--- src/rtl/crc8_j1850_pkg.sv ---
package crc8_j1850_pkg;

    localparam int          CRC_W   = 8;
    localparam int          DATA_W  = 8;
    localparam logic [7:0]  POLY    = 8'h1D;
    localparam logic [7:0]  PRESET  = 8'hFF;
    localparam logic [7:0]  RESIDUE = 8'hC4;

    typedef enum logic [1:0] {
        ST_IDLE   = 2'd0,
        ST_OPEN   = 2'd1,
        ST_CLOSED = 2'd2
    } frame_state_e;

endpackage

--- src/rtl/crc8_byte_step.sv ---
// Combinational fold of one data word into the remainder, MSB first.
module crc8_byte_step #(
    parameter int               CW   = 8,
    parameter int               DW   = 8,
    parameter logic [CW-1:0]    POLY = 8'h1D
) (
    input  logic [CW-1:0] rem_in,
    input  logic [DW-1:0] data_in,
    output logic [CW-1:0] rem_out
);

    logic [CW-1:0] chain [DW+1];

    assign chain[0] = rem_in;

    for (genvar i = 0; i < DW; i++) begin : g_bit
        logic fb;
        assign fb         = chain[i][CW-1] ^ data_in[DW-1-i];
        assign chain[i+1] = {chain[i][CW-2:0], 1'b0} ^ (fb ? POLY : '0);
    end

    assign rem_out = chain[DW];

endmodule

--- src/rtl/crc8_frame_fsm.sv ---
// Frame control: IDLE -> OPEN (start), OPEN -> CLOSED (end),
// CLOSED -> OPEN (start), OPEN -> OPEN (restart).
module crc8_frame_fsm
    import crc8_j1850_pkg::*;
(
    input  logic clk,
    input  logic rst_n,
    input  logic frame_start,
    input  logic byte_valid,
    input  logic frame_end,
    output logic load_preset,
    output logic accept_byte,
    output logic close_frame,
    output logic frame_open
);

    frame_state_e state_q, state_d;

    always_ff @(posedge clk or negedge rst_n) begin
        if (!rst_n) state_q <= ST_IDLE;
        else        state_q <= state_d;
    end

    always_comb begin
        state_d = state_q;
        unique case (state_q)
            ST_IDLE:   if (frame_start) state_d = ST_OPEN;
            ST_OPEN: begin
                if (frame_start)    state_d = ST_OPEN;
                else if (frame_end) state_d = ST_CLOSED;
            end
            ST_CLOSED: if (frame_start) state_d = ST_OPEN;
            default:   state_d = ST_IDLE;
        endcase
    end

    always_comb begin
        load_preset = frame_start;
        accept_byte = 1'b0;
        close_frame = 1'b0;
        frame_open  = 1'b0;
        unique case (state_q)
            ST_OPEN: begin
                frame_open  = 1'b1;
                accept_byte = byte_valid && !frame_start;
                close_frame = frame_end  && !frame_start;
            end
            ST_IDLE, ST_CLOSED: ;
            default: ;
        endcase
    end

endmodule

--- src/rtl/crc8_j1850.sv ---
module crc8_j1850
    import crc8_j1850_pkg::*;
#(
    parameter int               CW      = CRC_W,
    parameter int               DW      = DATA_W,
    parameter logic [CW-1:0]    DIVISOR = POLY,
    parameter logic [CW-1:0]    INIT    = PRESET,
    parameter logic [CW-1:0]    GOOD    = RESIDUE
) (
    input  logic          clk,
    input  logic          rst_n,
    input  logic          frame_start,
    input  logic          mode_rx,
    input  logic [DW-1:0] byte_in,
    input  logic          byte_valid,
    input  logic          frame_end,
    output logic [CW-1:0] crc_out,
    output logic          crc_ok
);

    logic          load_preset, accept_byte, close_frame, frame_open;
    logic [CW-1:0] rem_q, rem_step, rem_final;
    logic          any_byte_q, mode_q, ok_q;

    crc8_frame_fsm u_fsm (
        .clk         (clk),
        .rst_n       (rst_n),
        .frame_start (frame_start),
        .byte_valid  (byte_valid),
        .frame_end   (frame_end),
        .load_preset (load_preset),
        .accept_byte (accept_byte),
        .close_frame (close_frame),
        .frame_open  (frame_open)
    );

    crc8_byte_step #(.CW(CW), .DW(DW), .POLY(DIVISOR)) u_step (
        .rem_in  (rem_q),
        .data_in (byte_in),
        .rem_out (rem_step)
    );

    // Remainder seen by the close check, including a same-cycle byte.
    assign rem_final = accept_byte ? rem_step : rem_q;

    always_ff @(posedge clk or negedge rst_n) begin
        if (!rst_n) begin
            rem_q      <= INIT;
            any_byte_q <= 1'b0;
            mode_q     <= 1'b0;
            ok_q       <= 1'b0;
        end else if (load_preset) begin
            rem_q      <= INIT;
            any_byte_q <= 1'b0;
            mode_q     <= mode_rx;
            ok_q       <= 1'b0;
        end else begin
            if (accept_byte) begin
                rem_q      <= rem_step;
                any_byte_q <= 1'b1;
            end
            if (close_frame)
                ok_q <= (any_byte_q || accept_byte) &&
                        (!mode_q || (rem_final == GOOD));
        end
    end

    assign crc_out = ~rem_q;
    assign crc_ok  = ok_q;

endmodule

--- config.mk ---
export PLATFORM = sky130hd
export DESIGN_NAME = crc8_j1850
export DESIGN_NICKNAME = d
export VERILOG_FILES = /design/src/rtl/crc8_j1850_pkg.sv /design/src/rtl/crc8_byte_step.sv /design/src/rtl/crc8_frame_fsm.sv /design/src/rtl/crc8_j1850.sv
export SDC_FILE = /design/constraint.sdc
export NUM_CORES = 1
export LEC_CHECK = 0
export BUFFER_PORTS_ARGS = -buffer_cell sky130_fd_sc_hd__buf_2
export CORE_MARGIN = 10
export CORE_UTILIZATION = 52
export CTS_CLUSTER_SIZE = 25
export DETAILED_ROUTE_END_ITERATION = 10
export MAX_ROUTING_LAYER = met4
export PLACE_DENSITY = 0.78
export SLEW_MARGIN = 20
export SYNTH_ARGS = -nofsm -noshare
export SYNTH_HDL_FRONTEND = slang
export SYNTH_SLANG_ARGS = --single-unit
export TNS_END_PERCENT = 20
--- constraint.sdc ---
create_clock -name clk -period 2.95 [get_ports clk]
set_clock_uncertainty 0.15 [all_clocks]
set_input_delay 0.7375 -clock clk [delete_from_list [all_inputs] [get_ports clk]]
set_output_delay 0.7375 -clock clk [all_outputs]
set_load 0.05 [all_outputs]
# After elaboration in Yosys (flattened, before gate mapping)
# Cells that the tools add are included.
# classes
n_eq_ne,5
mux,20
bitwise,17
reduce_logical,12
# op_table
operator,count
8-bit bitwise XOR,8
5-bit 2-to-1 mux,8
8-bit 2-to-1 mux,2
"8-bit == test, second input constant",1
8-bit inverter,1
1-bit bitwise XOR,8
1-bit 2-to-1 mux,6
2-bit 2-to-1 mux,3
2-bit case mux with 2 select lines,1
2-bit nonzero test,2
1-bit logical AND,3
"3-bit != test, second input constant",1
"2-bit by 1-bit == test with 1-bit output, second input constant",1
"2-bit == test, second input constant",1
1-bit zero test,2
2-bit zero test,1
1-bit logical OR,2
"2-bit by 1-bit != test with 1-bit output, second input constant",1
2-bit AND reduction,1
2-bit OR reduction,1
# totals
regBits,13
input_bits,14
out_inout_bits,9
word_cells,59

# Logic depth before layout (Yosys ltp)
# Gate-level depths: netlist (run 1).
# logic_depth
depth_word,30
depth_mapped,7

# By module
# From an unflattened synthesis (run 1), not the netlist that was laid out.
# hier_totals
hier_cells,88
area_unflattened_um2,927.1
# modules_own_cells
mod,n_inst,cells_per_inst,area_each_um2
crc8_j1850,1,52,528.0
crc8_byte_step,1,26,284.0
crc8_frame_fsm,1,10,115.1

# Least setup slack after synthesis (run 1)
# Ideal clock, no wire load.
# synth_timing
path_type,input -> register
start,in byte_in[4]
end,reg rem_q[3]
setup_ps,88
t_arrival_ps,2241
required_ps,2712
path_slack_ps,471
path_stages,6
cell_sequence,xor2_2 -> xnor3_1 -> xnor3_2 -> xor2_2 -> nand3_1 -> or3b_1
# synth_via
elab_chain_cells,11
# synth_rtl
item,line,text
start: declaration,crc8_j1850.sv:14,"input logic [DW-1:0] byte_in,"
1-bit bitwise XOR,crc8_byte_step.sv:18,assign fb = chain[i][CW-1] ^ data_in[DW-1-i];
5-bit 2-to-1 mux,crc8_byte_step.sv:19,"assign chain[i+1] = {chain[i][CW-2:0], 1'b0} ^ (fb ? POLY : '0);"
8-bit bitwise XOR (4 in series),crc8_byte_step.sv:19,
1-bit bitwise XOR,crc8_byte_step.sv:18,
5-bit 2-to-1 mux,crc8_byte_step.sv:19,
8-bit bitwise XOR,crc8_byte_step.sv:19,
8-bit 2-to-1 mux,crc8_j1850.sv:58,if (accept_byte) begin
8-bit 2-to-1 mux,crc8_j1850.sv:52,end else if (load_preset) begin
end signal: assignment,crc8_j1850.sv:59,rem_q <= rem_step;
end: declaration,crc8_j1850.sv:22,"logic [CW-1:0] rem_q, rem_step, rem_final;"
# Every way passes these cells.
# A chain may end at the register's enable or synchronous reset.

# Worst setup path in the final report (run 1)
# Ends and elaborated chain as after synthesis.

==> impl_metrics.py, run 1 <==
metrics = {
    "power": {
        "leakagePower_nw": 0.558,
        "irDropWorstVdd_v": 0.000347,
        "power_per_cell_area_nw_per_um2": 590,
        "finalPower_mw": 0.680,
    },
    "critical_path": {
        "critPathRequiredTime_ns": 3.02,
        "crit_path_max_fanout": 3,
        "worstSetupPathType": "in -> reg",
        "cp.arrival_ns": 2.46,
        "endpoint_kind": "flop",
        "r2r-start": "rem_q[4]",
        "startpoint_type": "input port",
        "r2r_setup_slack_ns": 0.57,
        "crit_end": "rem_q[3]",
        "r2r.worst_path.cells": 6,
        "rr_endpoint": "rem_q[3]",
        "critical_path.startpoint": "byte_in[4]",
    },
    "timing": {
        "timing.final.setup_violations": 0,
        "report.final.slew_viol_count": 0,
        "timing.final.crit_period_ns": 2.38,
        "post-route-period-util_pct": 80.7,
        "totalNegativeSetupSlack_ns": 0,
        "maxSlewHeadroom_pct": 67.5,
        "worstMarginPinSlew_ns": 0.481,
        "grt_setup_unrepaired": "false",
        "final-hold-violation-count": 0,
        "fmax_ghz": 0.420,
    },
    "global_routing": {
        "grt_start_max_net_pins": 17,
        "grt_util_all_layers_pct": 11.7,
        "grt_first_pass_wirelength_um": 3720,
        "globalRouteOverflowTotal": 0,
        "vias_in_the_first_global_route": 813,
        "initial_antenna_violation_count": 0,
    },
    "route": {
        "remaining_drc_errors": 0,
        "via_count": 746,
        "drt-wirelength-per-cell_um": 14.9,
        "antenna_violating_nets_post_route": 0,
        "drt_first_iter_violations": 23,
        "avgViaCountPerCell": 5.11,
        "totalWireLength_um": 2180,
        "first_pass_iters": 4,
    },
    "final_layout": {
        "antenna_cells_inserted": 0,
        "fillerInstances": 155,
        "post-route-cell-area_um2": 1150,
        "sequential_cell_area_um2": 335,
        "finalCoreUtilization_pct": 66.1,
        "layout_commonest_cell": "sky130_fd_sc_hd__buf_2",
        "multi_input_comb_area_um2": 583,
        "finish.net_count": 136,
        "mostFrequentLayoutCells": "sky130_fd_sc_hd__buf_2 (22), sky130_fd_sc_hd__xnor2_1 (14), sky130_fd_sc_hd__inv_1 (10), sky130_fd_sc_hd__nor2_1 (10), sky130_fd_sc_hd__dfstp_2 (8)",
        "syn_to_final_growth_pct": 19.1,
        "final_layout_size_suffix_gt1_share_pct": 39.7,
    },
    "cts": {
        "post_cts_resize_count": 0,
        "worst_skew_pair.late_latency_ns": 0.29,
        "clk_pin_slew_worst_paths_ns": 0.09,
        "cts_made_buffers": 3,
        "cts_buffer_depth": 2,
        "cts_hold_repair.buffers": 0,
        "cts_tree": "built",
        "htreeDepth": 1,
        "clock_tree_sinks": 13,
        "clk_root_buffer_cell": "sky130_fd_sc_hd__clkbuf_4",
        "postCtsSetupBuffers": 0,
    },
    "synth": {
        "count_of_cell_types_in_the_netlist": 35,
        "synthFlopType": "sky130_fd_sc_hd__dfstp_2",
        "synth_area_per_cell_um2": 10.3,
        "netlist_area_um2": 968,
        "synth.yosys.warnings": 0,
        "postSynth.asyncResetShare_pct": 100,
        "postSynthNetCount": 108,
        "syn_inst": 94,
        "synth_enable_flop_cells": 0,
        "synth-seq-area-share_pct": 34.6,
        "ys_ff_latch": 13,
    },
    "place": {
        "io_buffers": 22,
        "detailed_place.area_um2": 1130,
        "routabilityCongestion": 0.860,
        "hpwl_um": 1700,
    },
    "status": {
        "outcome": "finished clean",
    },
    "floorplan": {
        "die-area_um2": 3990,
        "die_span_x_um": 63.2,
        "core_area_um2": 1750,
        "initial_core_util_pct": 55.5,
        "floorplan.rows": 15,
        "chipHeight_um": 63.2,
        "design.portCount": 23,
    },
    "flow_run": {
        "drv_cap": 0,
    },
    "hold_path": {
        "hold_class": "in -> async",
    },
}
logic make-up after synthesis:
family,after synthesis,share of synthesized area (%)
DFF,13,34.6
buffers and inverters,13,5.17
muxes,1,1.16
xor gates and xnor gates,26,31.5
and+or+nand+nor,24,14.3
AOI/OAI and AO/OA,17,13.2
area by class of cell:
cell class,count,share of cell area [%]
tap,25,2.71
inverter,10,3.25
sequential,13,29.1
timing repair buffer,26,12.1
clock buffer,4,2.28
multi-input combinational,68,50.5
power breakdown:
part	internal, mW	switching, mW
registers	0.204	0.0158
clock network	0.0526	0.0662
logic	0.147	0.195
worst max-delay path: stages:
cell and delay (ns):
sky130_fd_sc_hd__buf_2 0.11, sky130_fd_sc_hd__xor2_2 0.25, sky130_fd_sc_hd__xnor3_1 0.48, sky130_fd_sc_hd__xnor3_2 0.26, sky130_fd_sc_hd__xor2_2 0.17, sky130_fd_sc_hd__nand3_1 0.10, sky130_fd_sc_hd__or3b_1 0.34
cell usage after synthesis (all sizes together), types with 2 or more instances:
library cell	count	area, µm²
a21oi	6	30.0
nand3	3	15.0
xnor3	2	46.3
nor2	10	37.5
dfrtp	5	125
inv	10	37.5
xnor2	17	183
xor2	7	76.3
dfstp	8	210
a211o	4	36.3
clkbuf	2	7.51
o21bai	2	15.0
registers in the layout, indices dropped and copies added (netlist names):
signal         flops
any_byte_q         1
u_fsm.state_q      2
mode_q             1
rem_q              8
crc_ok             1
per-layer routing:
layer	up-vias	wire (µm)	part of all wire (%)	GRT usage [%]
met2	27	986	45	17.5
met3	4	114	5.2	3.18
met1	344	1050	48	14.4
li1	371	-	-	-
met5	-	0	0	-
met4	0	34	1.6	4.75
through the flow:
step / instances / worst slack, ns / hold slack, ns
2_1_floorplan: 94 / 0.471 / 0.292
5_1_grt: 146 / 0.451 / 0.193
3_3_place_gp: 142 / 0.281 / 0.343
3_5_place_dp: 142 / 0.265 / 0.360
4_1_cts: 146 / 0.573 / 0.181
6_report: 146 / 0.569 / 0.168
worst min path at each step:
stage / from / endpoint / cells past startpoint
after detailed placement: u_fsm.state_q[1] / u_fsm.state_q[0] / 1
after global placement: u_fsm.state_q[1] / u_fsm.state_q[0] / 1
after floorplan: rst_n / any_byte_q / 0
after CTS: rst_n / crc_ok / 1
after global routing: rst_n / crc_ok / 1
final: rst_n / crc_ok / 1
Note: power is estimated with default switching activity, not from simulation.
==> run 2: changes to the inputs <==
Settings changed: ABC_AREA set to 1, CORE_UTILIZATION 52 to 54.
Clock period 2.95 ns to 2.2 ns, I/O delays scaled along.
==> run 2 against run 1 <==
Against the previous run: register-to-register slack worse by 0.39 ns; via count grew 63%; critical path depth rose by 11; utilization up 4.5 points; sequential power is 30% higher; sequential cell count is the same; non-clock buffer count is 2 higher; total power is 23% higher; sequential share of layout area decreased by 5.4 points; combinational power up 18%; largest cell class unchanged; largest power group unchanged; highest routed layer unchanged.
==> impl_metrics.py, run 2 <==
metrics = {
    "place": {
        "io_buffers": 22,
        "place_inst": 231,
        "hpwl_um": 2270,
        "routabilityCongestion": 0.892,
        "detailed_place.area_um2": 1330,
    },
    "cts": {
        "clock_tree_sinks": 13,
        "cts_buffer_depth": 2,
        "cts_made_buffers": 3,
        "clk_root_buffer_cell": "sky130_fd_sc_hd__clkbuf_4",
        "clk_pin_slew_worst_paths_ns": 0.08,
        "worst_skew_pair.late_latency_ns": 0.27,
        "htreeDepth": 1,
        "cts_tree": "built",
    },
    "critical_path": {
        "startpoint_type": "flop",
        "worstSetupPathType": "reg -> reg",
        "endpoint_kind": "flop",
        "critPathRequiredTime_ns": 2.26,
        "cp.arrival_ns": 2.09,
        "crit_path_max_fanout": 5,
    },
    "global_routing": {
        "global_route.usage.met3_pct": 2.01,
        "globalRouteOverflowTotal": 0,
        "vias_in_the_first_global_route": 1157,
        "grt_util_all_layers_pct": 13.5,
        "grt_start_max_net_pins": 14,
        "globalRouteMet1Util_pct": 16.1,
        "grt_most_used_layer": "met2",
        "initial_antenna_violation_count": 0,
        "grtUsageMet2_pct": 22.5,
        "grt_first_pass_wirelength_um": 4770,
    },
    "timing": {
        "report.final.slew_viol_count": 0,
        "fmax_ghz": 0.494,
        "timing.final.setup_violations": 0,
        "timing.final.crit_period_ns": 2.03,
        "final-hold-violation-count": 0,
        "worstMarginPinSlew_ns": 0.290,
        "post-route-period-util_pct": 92.1,
        "grt_setup_unrepaired": "true",
        "maxSlewHeadroom_pct": 80.7,
    },
    "final_layout": {
        "biggestRegsByFlops": "rem_q x8, u_fsm.state_q x2",
        "largest_register_ff_count": 8,
        "mostFrequentLayoutCells": "sky130_fd_sc_hd__nand2_1 (62), sky130_fd_sc_hd__nand3_1 (23), sky130_fd_sc_hd__buf_2 (22), sky130_fd_sc_hd__inv_1 (20), sky130_fd_sc_hd__nand2_2 (18)",
        "max_flop_register": "rem_q",
        "layout_commonest_cell": "sky130_fd_sc_hd__nand2_1",
        "finish.net_count": 226,
        "antenna_cells_inserted": 0,
        "post-route-cell-area_um2": 1410,
        "final_layout_size_suffix_gt1_share_pct": 39.3,
        "fillerInstances": 173,
        "finish.cell_count_without_fillers": 238,
        "syn_to_final_growth_pct": 20.7,
    },
    "synth": {
        "synth_top_area_share_pct": 21.8,
        "postSynthNetCount": 195,
        "ys_ff_latch": 13,
        "synth-seq-area-share_pct": 28.6,
        "synth_top_cell_by_area": "sky130_fd_sc_hd__nand2_1",
        "synth_enable_flop_cells": 0,
        "synth_area_leaders": "sky130_fd_sc_hd__nand2_1 (22%), sky130_fd_sc_hd__dfstp_2 (18%), sky130_fd_sc_hd__dfrtp_1 (11%)",
        "synth_area_per_cell_um2": 6.47,
        "netlist_area_um2": 1170,
        "syn_inst": 181,
        "leading_cell_type_by_number_of_instances_after_synthesis": "sky130_fd_sc_hd__nand2_1",
        "synthFlopType": "sky130_fd_sc_hd__dfstp_2",
        "yosys-top-cells-count": "sky130_fd_sc_hd__nand2_1 (68), sky130_fd_sc_hd__nand3_1 (25), sky130_fd_sc_hd__inv_1 (20)",
        "synth.yosys.warnings": 0,
        "count_of_cell_types_in_the_netlist": 19,
        "postSynth.asyncResetShare_pct": 100,
    },
    "status": {
        "outcome": "finished clean",
    },
    "flow_run": {
        "drv_cap": 0,
    },
    "power": {
        "power_per_cell_area_nw_per_um2": 590,
        "netSwitchingPower_mw": 0.366,
        "seq_power_share_pct": 34.2,
        "p_clk_share_pct": 17.4,
        "share_comb_of_total_power_pct": 48.4,
        "leakagePower_nw": 0.842,
        "p_sw_share_pct": 43.8,
        "irDropWorstVdd_v": 0.000408,
        "internal-power_mw": 0.469,
    },
    "route": {
        "remaining_drc_errors": 0,
        "via_count": 1219,
        "first_pass_iters": 4,
        "drt-wirelength-per-cell_um": 11.4,
        "totalWireLength_um": 2710,
        "drt_first_iter_violations": 70,
        "antenna_violating_nets_post_route": 0,
        "avgViaCountPerCell": 5.12,
    },
    "floorplan": {
        "core_area_um2": 2000,
        "die-area_um2": 4430,
        "die_span_x_um": 66.6,
        "floorplan.rows": 16,
        "chipHeight_um": 66.6,
        "initial_core_util_pct": 58.5,
        "design.portCount": 23,
    },
    "hold_path": {
        "hold_class": "reg -> reg",
    },
}
## run 2: cell count changes in the layout (fill, tap and decap cells not counted), sizes merged, moves of 6 or more
cell | before | now
nand3 | 3 | 31
inv | 10 | 28
nor2 | 10 | 4
xnor2 | 17 | 1
nand2 | 0 | 87
## run 2: critical path, cell delays in order (launching register included)
cell and delay, ns:
sky130_fd_sc_hd__dfstp_2 0.58, sky130_fd_sc_hd__inv_2 0.06, sky130_fd_sc_hd__nand2_4 0.07, sky130_fd_sc_hd__nand2_4 0.07, sky130_fd_sc_hd__nand2_4 0.06, sky130_fd_sc_hd__nand2_1 0.05, sky130_fd_sc_hd__nand2_2 0.07, sky130_fd_sc_hd__nand3_2 0.13
sky130_fd_sc_hd__nand2_4 0.13, sky130_fd_sc_hd__nand2_4 0.06, sky130_fd_sc_hd__nand2_2 0.05, sky130_fd_sc_hd__nand2_1 0.05, sky130_fd_sc_hd__nand3_2 0.08, sky130_fd_sc_hd__nand2_1 0.05, sky130_fd_sc_hd__nor2_1 0.09, sky130_fd_sc_hd__nand2_1 0.05
sky130_fd_sc_hd__nand2_1 0.05, sky130_fd_sc_hd__nand2_1 0.05, sky130_fd_sc_hd__nand2_1 0.05
## run 2: final timing paths
check | from | cells past startpoint | to | slack, ns
worst max register to register | rem_q[6] | 18 | crc_ok | 0.17
min in group asynchronous | rst_n | 2 | any_byte_q | 0.53
worst max-delay path | rem_q[6] | 18 | crc_ok | 0.17
max in group asynchronous | rst_n | 2 | rem_q[4] | 1.09
worst min-delay path | u_fsm.state_q[1] | 1 | u_fsm.state_q[0] | 0.31
worst min register to register | u_fsm.state_q[1] | 1 | u_fsm.state_q[0] | 0.31
## run 2: layout make-up
| cell class | instances | area, µm² | area share [%] |
|---|---|---|---|
| clock inverter | 1 | 5.00 | 0.354 |
| tap | 27 | 33.8 | 2.39 |
| clock buffer | 3 | 22.5 | 1.59 |
| sequential | 13 | 335 | 23.7 |
| inverter | 28 | 105 | 7.43 |
| timing repair buffer | 28 | 158 | 11.2 |
| multi-input combinational | 138 | 754 | 53.4 |
## run 2: power by group through the flow
stage	sequential, mW	combinational, mW	clock (mW)
after floorplan	0.290	0.301	0
after global placement	0.288	0.378	0
after detailed placement	0.289	0.387	0
after CTS	0.285	0.391	0.153
after global routing	0.289	0.455	0.163
final	0.285	0.404	0.145
## run 2: cell families (layout without fill, tap and decap cells)
family                    Yosys count  in the layout  share of synthesized area [%]
DFF                                13             13                           28.6
buffers and inverters              30             60                           9.72
xor gates and xnor gates            4              4                           3.63
AOI/OAI and AO/OA                   9              9                           4.38
and+or+nand+nor                   125            125                           53.6
## run 2: what timing repair did
action                                 in CTS  in global routing
gates resized for setup                     0                 10
hold buffers                                1                  0
endpoints found under the hold margin       3                  0
buffers inserted                            0                  2
setup endpoints to repair                   0                  1
## run 2: metrics by stage
stage | util (%) | worst slack [ns] | power, mW | setup TNS [ns] | hold WS (ns)
after floorplan | - | 0.244 | 0.591 | 0 | 0.104
after global placement | 66.4 | 0.0870 | 0.666 | 0 | 0.285
after detailed placement | 66.4 | 0.0500 | 0.676 | 0 | 0.295
after CTS | 68.3 | 0.180 | 0.829 | 0 | 0.307
after global routing | 70.6 | -0.0348 | 0.908 | -0.0348 | 0.329
final | 70.6 | 0.174 | 0.834 | 0 | 0.305
## run 2: layer usage
layer	vias to the layer above	routed length, µm
met5	-	0
met4	0	15
met3	2	146
met2	34	1330
met1	556	1220
li1	627	-
==> run 3: changes to the inputs <==
Settings changed: CORE_UTILIZATION 54 to 49, PLACE_DENSITY 0.78 to 0.75.
Clock period 2.2 ns to 1.7 ns, I/O delays scaled along.
==> run 3 against run 2 <==
Against the previous run: the run now ends with negative setup slack left; critical path depth up 1; routed wire length rose by 16%; global-route usage rose by 1.5 points; cell count grew 9.2%; count of clock-buffer cells in the layout grew 1; first-iteration DRC count decreased by 27%; utilization increased by 5.4 points; critical path type unchanged.
==> impl_metrics.py, run 3 (synthesis results as in run 2) <==
metrics = {
    "route": {
        "antenna_violating_nets_post_route": 0,
        "first_pass_iters": 4,
        "remaining_drc_errors": 0,
        "drt_first_iter_violations": 51,
        "totalWireLength_um": 3130,
        "via_count": 1307,
        "avgViaCountPerCell": 5.03,
        "drt-wirelength-per-cell_um": 12.0,
    },
    "timing": {
        "maxSlewHeadroom_pct": 80.6,
        "worstMarginPinSlew_ns": 0.292,
        "report.final.slew_viol_count": 0,
        "fin_ws_ns": -0.327,
        "grt_setup_unrepaired": "true",
        "timing.final.crit_period_ns": 2.03,
        "final-hold-violation-count": 0,
        "timing.final.setup_violations": 8,
        "fmax_ghz": 0.493,
        "totalNegativeSetupSlack_ns": -0.742,
        "post-route-period-util_pct": 119,
    },
    "cts": {
        "cts_buffer_depth": 2,
        "clk_pin_slew_worst_paths_ns": 0.08,
        "cts_tree": "built",
        "clock_tree_sinks": 13,
        "htreeDepth": 1,
        "clk_root_buffer_cell": "sky130_fd_sc_hd__clkbuf_4",
        "worst_skew_pair.late_latency_ns": 0.28,
        "cts_made_buffers": 3,
    },
    "critical_path": {
        "crit_top_cell": "sky130_fd_sc_hd__nand2_4",
        "critPathRequiredTime_ns": 1.73,
        "max_stage_delay_ns": 0.57,
        "startpoint_type": "flop",
        "crit_chain": "inv_2 -> nand2_4 -> nand2_4 -> nand2_4 -> nand2_4 -> nand2_4 -> nand2_4 -> nand2_4 -> nand2_8 -> nand2_4 -> nand2_2 -> nand2_1 -> nand3_2 -> nand2_1 -> nor2_1 -> nand2_1 -> nand2_1 -> nand2_1 -> nand2_1",
        "endpoint_kind": "flop",
        "critical_path.n_buffers_inverters": 1,
        "cp.arrival_ns": 2.05,
        "cp_slowest_cell": "sky130_fd_sc_hd__dfstp_2",
        "worst_path_dominant_cell_family": "simple AND/OR/NAND/NOR gates",
        "worstSetupPathType": "reg -> reg",
        "crit_path_max_fanout": 5,
        "r2r_setup_slack_ns": -0.33,
    },
    "status": {
        "outcome": "complete, but fails checks",
        "failed_checks": "negative setup slack",
    },
    "final_layout": {
        "finish.net_count": 247,
        "syn_to_final_growth_pct": 46.4,
        "final_layout_size_suffix_gt1_share_pct": 51.3,
        "finalCoreUtilization_pct": 76.0,
        "mostFrequentLayoutCells": "sky130_fd_sc_hd__nand2_1 (59), sky130_fd_sc_hd__buf_4 (24), sky130_fd_sc_hd__nand2_2 (17), sky130_fd_sc_hd__buf_2 (17)",
        "antenna_cells_inserted": 0,
        "layout_commonest_cell": "sky130_fd_sc_hd__nand2_1",
        "largest_register_ff_count": 8,
        "max_flop_register": "rem_q",
        "biggestRegsByFlops": "rem_q x8, u_fsm.state_q x2",
        "post-route-cell-area_um2": 1710,
        "finish.cell_count_without_fillers": 260,
    },
    "global_routing": {
        "grt_first_pass_wirelength_um": 5410,
        "vias_in_the_first_global_route": 1350,
        "globalRouteOverflowTotal": 0,
        "grt_start_max_net_pins": 14,
        "global_route.usage.met3_pct": 2.25,
        "grt_util_all_layers_pct": 15.0,
        "initial_antenna_violation_count": 0,
        "grt_most_used_layer": "met2",
        "globalRouteMet1Util_pct": 16.0,
        "grtUsageMet2_pct": 26.6,
    },
    "hold_path": {
        "hold_class": "in -> reg",
    },
    "floorplan": {
        "chipHeight_um": 68.9,
        "floorplan.rows": 17,
        "die-area_um2": 4750,
        "core_area_um2": 2250,
        "die_span_x_um": 68.9,
        "initial_core_util_pct": 51.9,
        "design.portCount": 23,
    },
    "power": {
        "leakagePower_nw": 0.974,
        "power_per_cell_area_nw_per_um2": 730,
        "irDropWorstVdd_v": 0.000571,
    },
    "place": {
        "detailed_place.area_um2": 1480,
        "routabilityCongestion": 0.861,
        "hpwl_um": 2500,
        "place_inst": 252,
        "io_buffers": 22,
        "placement.setup.worst_slack_ns": -0.338,
    },
    "flow_run": {
        "drv_cap": 0,
    },
}
-- run 3: cell count changes in the layout (fill, tap and decap cells not counted), moves of 4 or more --
cell,previous run,this run
sky130_fd_sc_hd__buf_6,0,5
sky130_fd_sc_hd__inv_1,20,16
sky130_fd_sc_hd__nand3_2,8,12
sky130_fd_sc_hd__buf_2,22,17
sky130_fd_sc_hd__nand3_1,23,16
sky130_fd_sc_hd__buf_4,5,24
-- run 3: power by group --
part,switching (mW),total (mW),leakage (nW),internal (mW)
Combinational,0.415,0.688,0.812,0.273
Clock,0.103,0.194,0.0150,0.0912
Sequential,0.0230,0.370,0.148,0.347
-- run 3: metrics by stage --
stage | power (mW) | hold WS [ns]
after CTS | 1.18 | 0.195
after global placement | 0.934 | 0.169
after floorplan | 0.765 | -0.0206
after detailed placement | 0.951 | 0.172
final | 1.25 | 0.195
after global routing | 1.35 | 0.211
-- run 3: layout make-up --
class / count / area [µm²]
fill: 189 / 541
timing repair buffer: 49 / 354
sequential: 13 / 335
multi-input combinational: 138 / 856
clock buffer: 4 / 26.3
inverter: 28 / 108
tap: 28 / 35.0
-- run 3: tightest hold or removal path, stage by stage --
cell and delay [ns]:
sky130_fd_sc_hd__buf_2 0.07, sky130_fd_sc_hd__nand2_1 0.04, sky130_fd_sc_hd__nand2_1 0.05
-- run 3: final timing paths --
path / start / to / cells after the start
min reg2reg: u_fsm.state_q[1] / u_fsm.state_q[0] / 1
max in group asynchronous: rst_n / rem_q[4] / 2
max reg2reg: rem_q[6] / crc_ok / 19
min in group asynchronous: rst_n / u_fsm.state_q[1] / 2
max: rem_q[6] / crc_ok / 19
min: mode_rx / mode_q / 3
-- run 3: routing by layer --
layer | vias to the layer above | wire length, µm
li1 | 669 | -
met1 | 601 | 1330
met2 | 27 | 1590
met3 | 10 | 127
met4 | 0 | 85
met5 | - | 0
-- run 3: what timing repair did --
item                                    in CTS  in global routing
resized for setup                           18                 30
endpoints found under the setup margin      10                 17
pin swaps                                    1                 13
hold buffers                                 1                  0
hold endpoints to repair                     5                  0
setup buffers                                0                  3
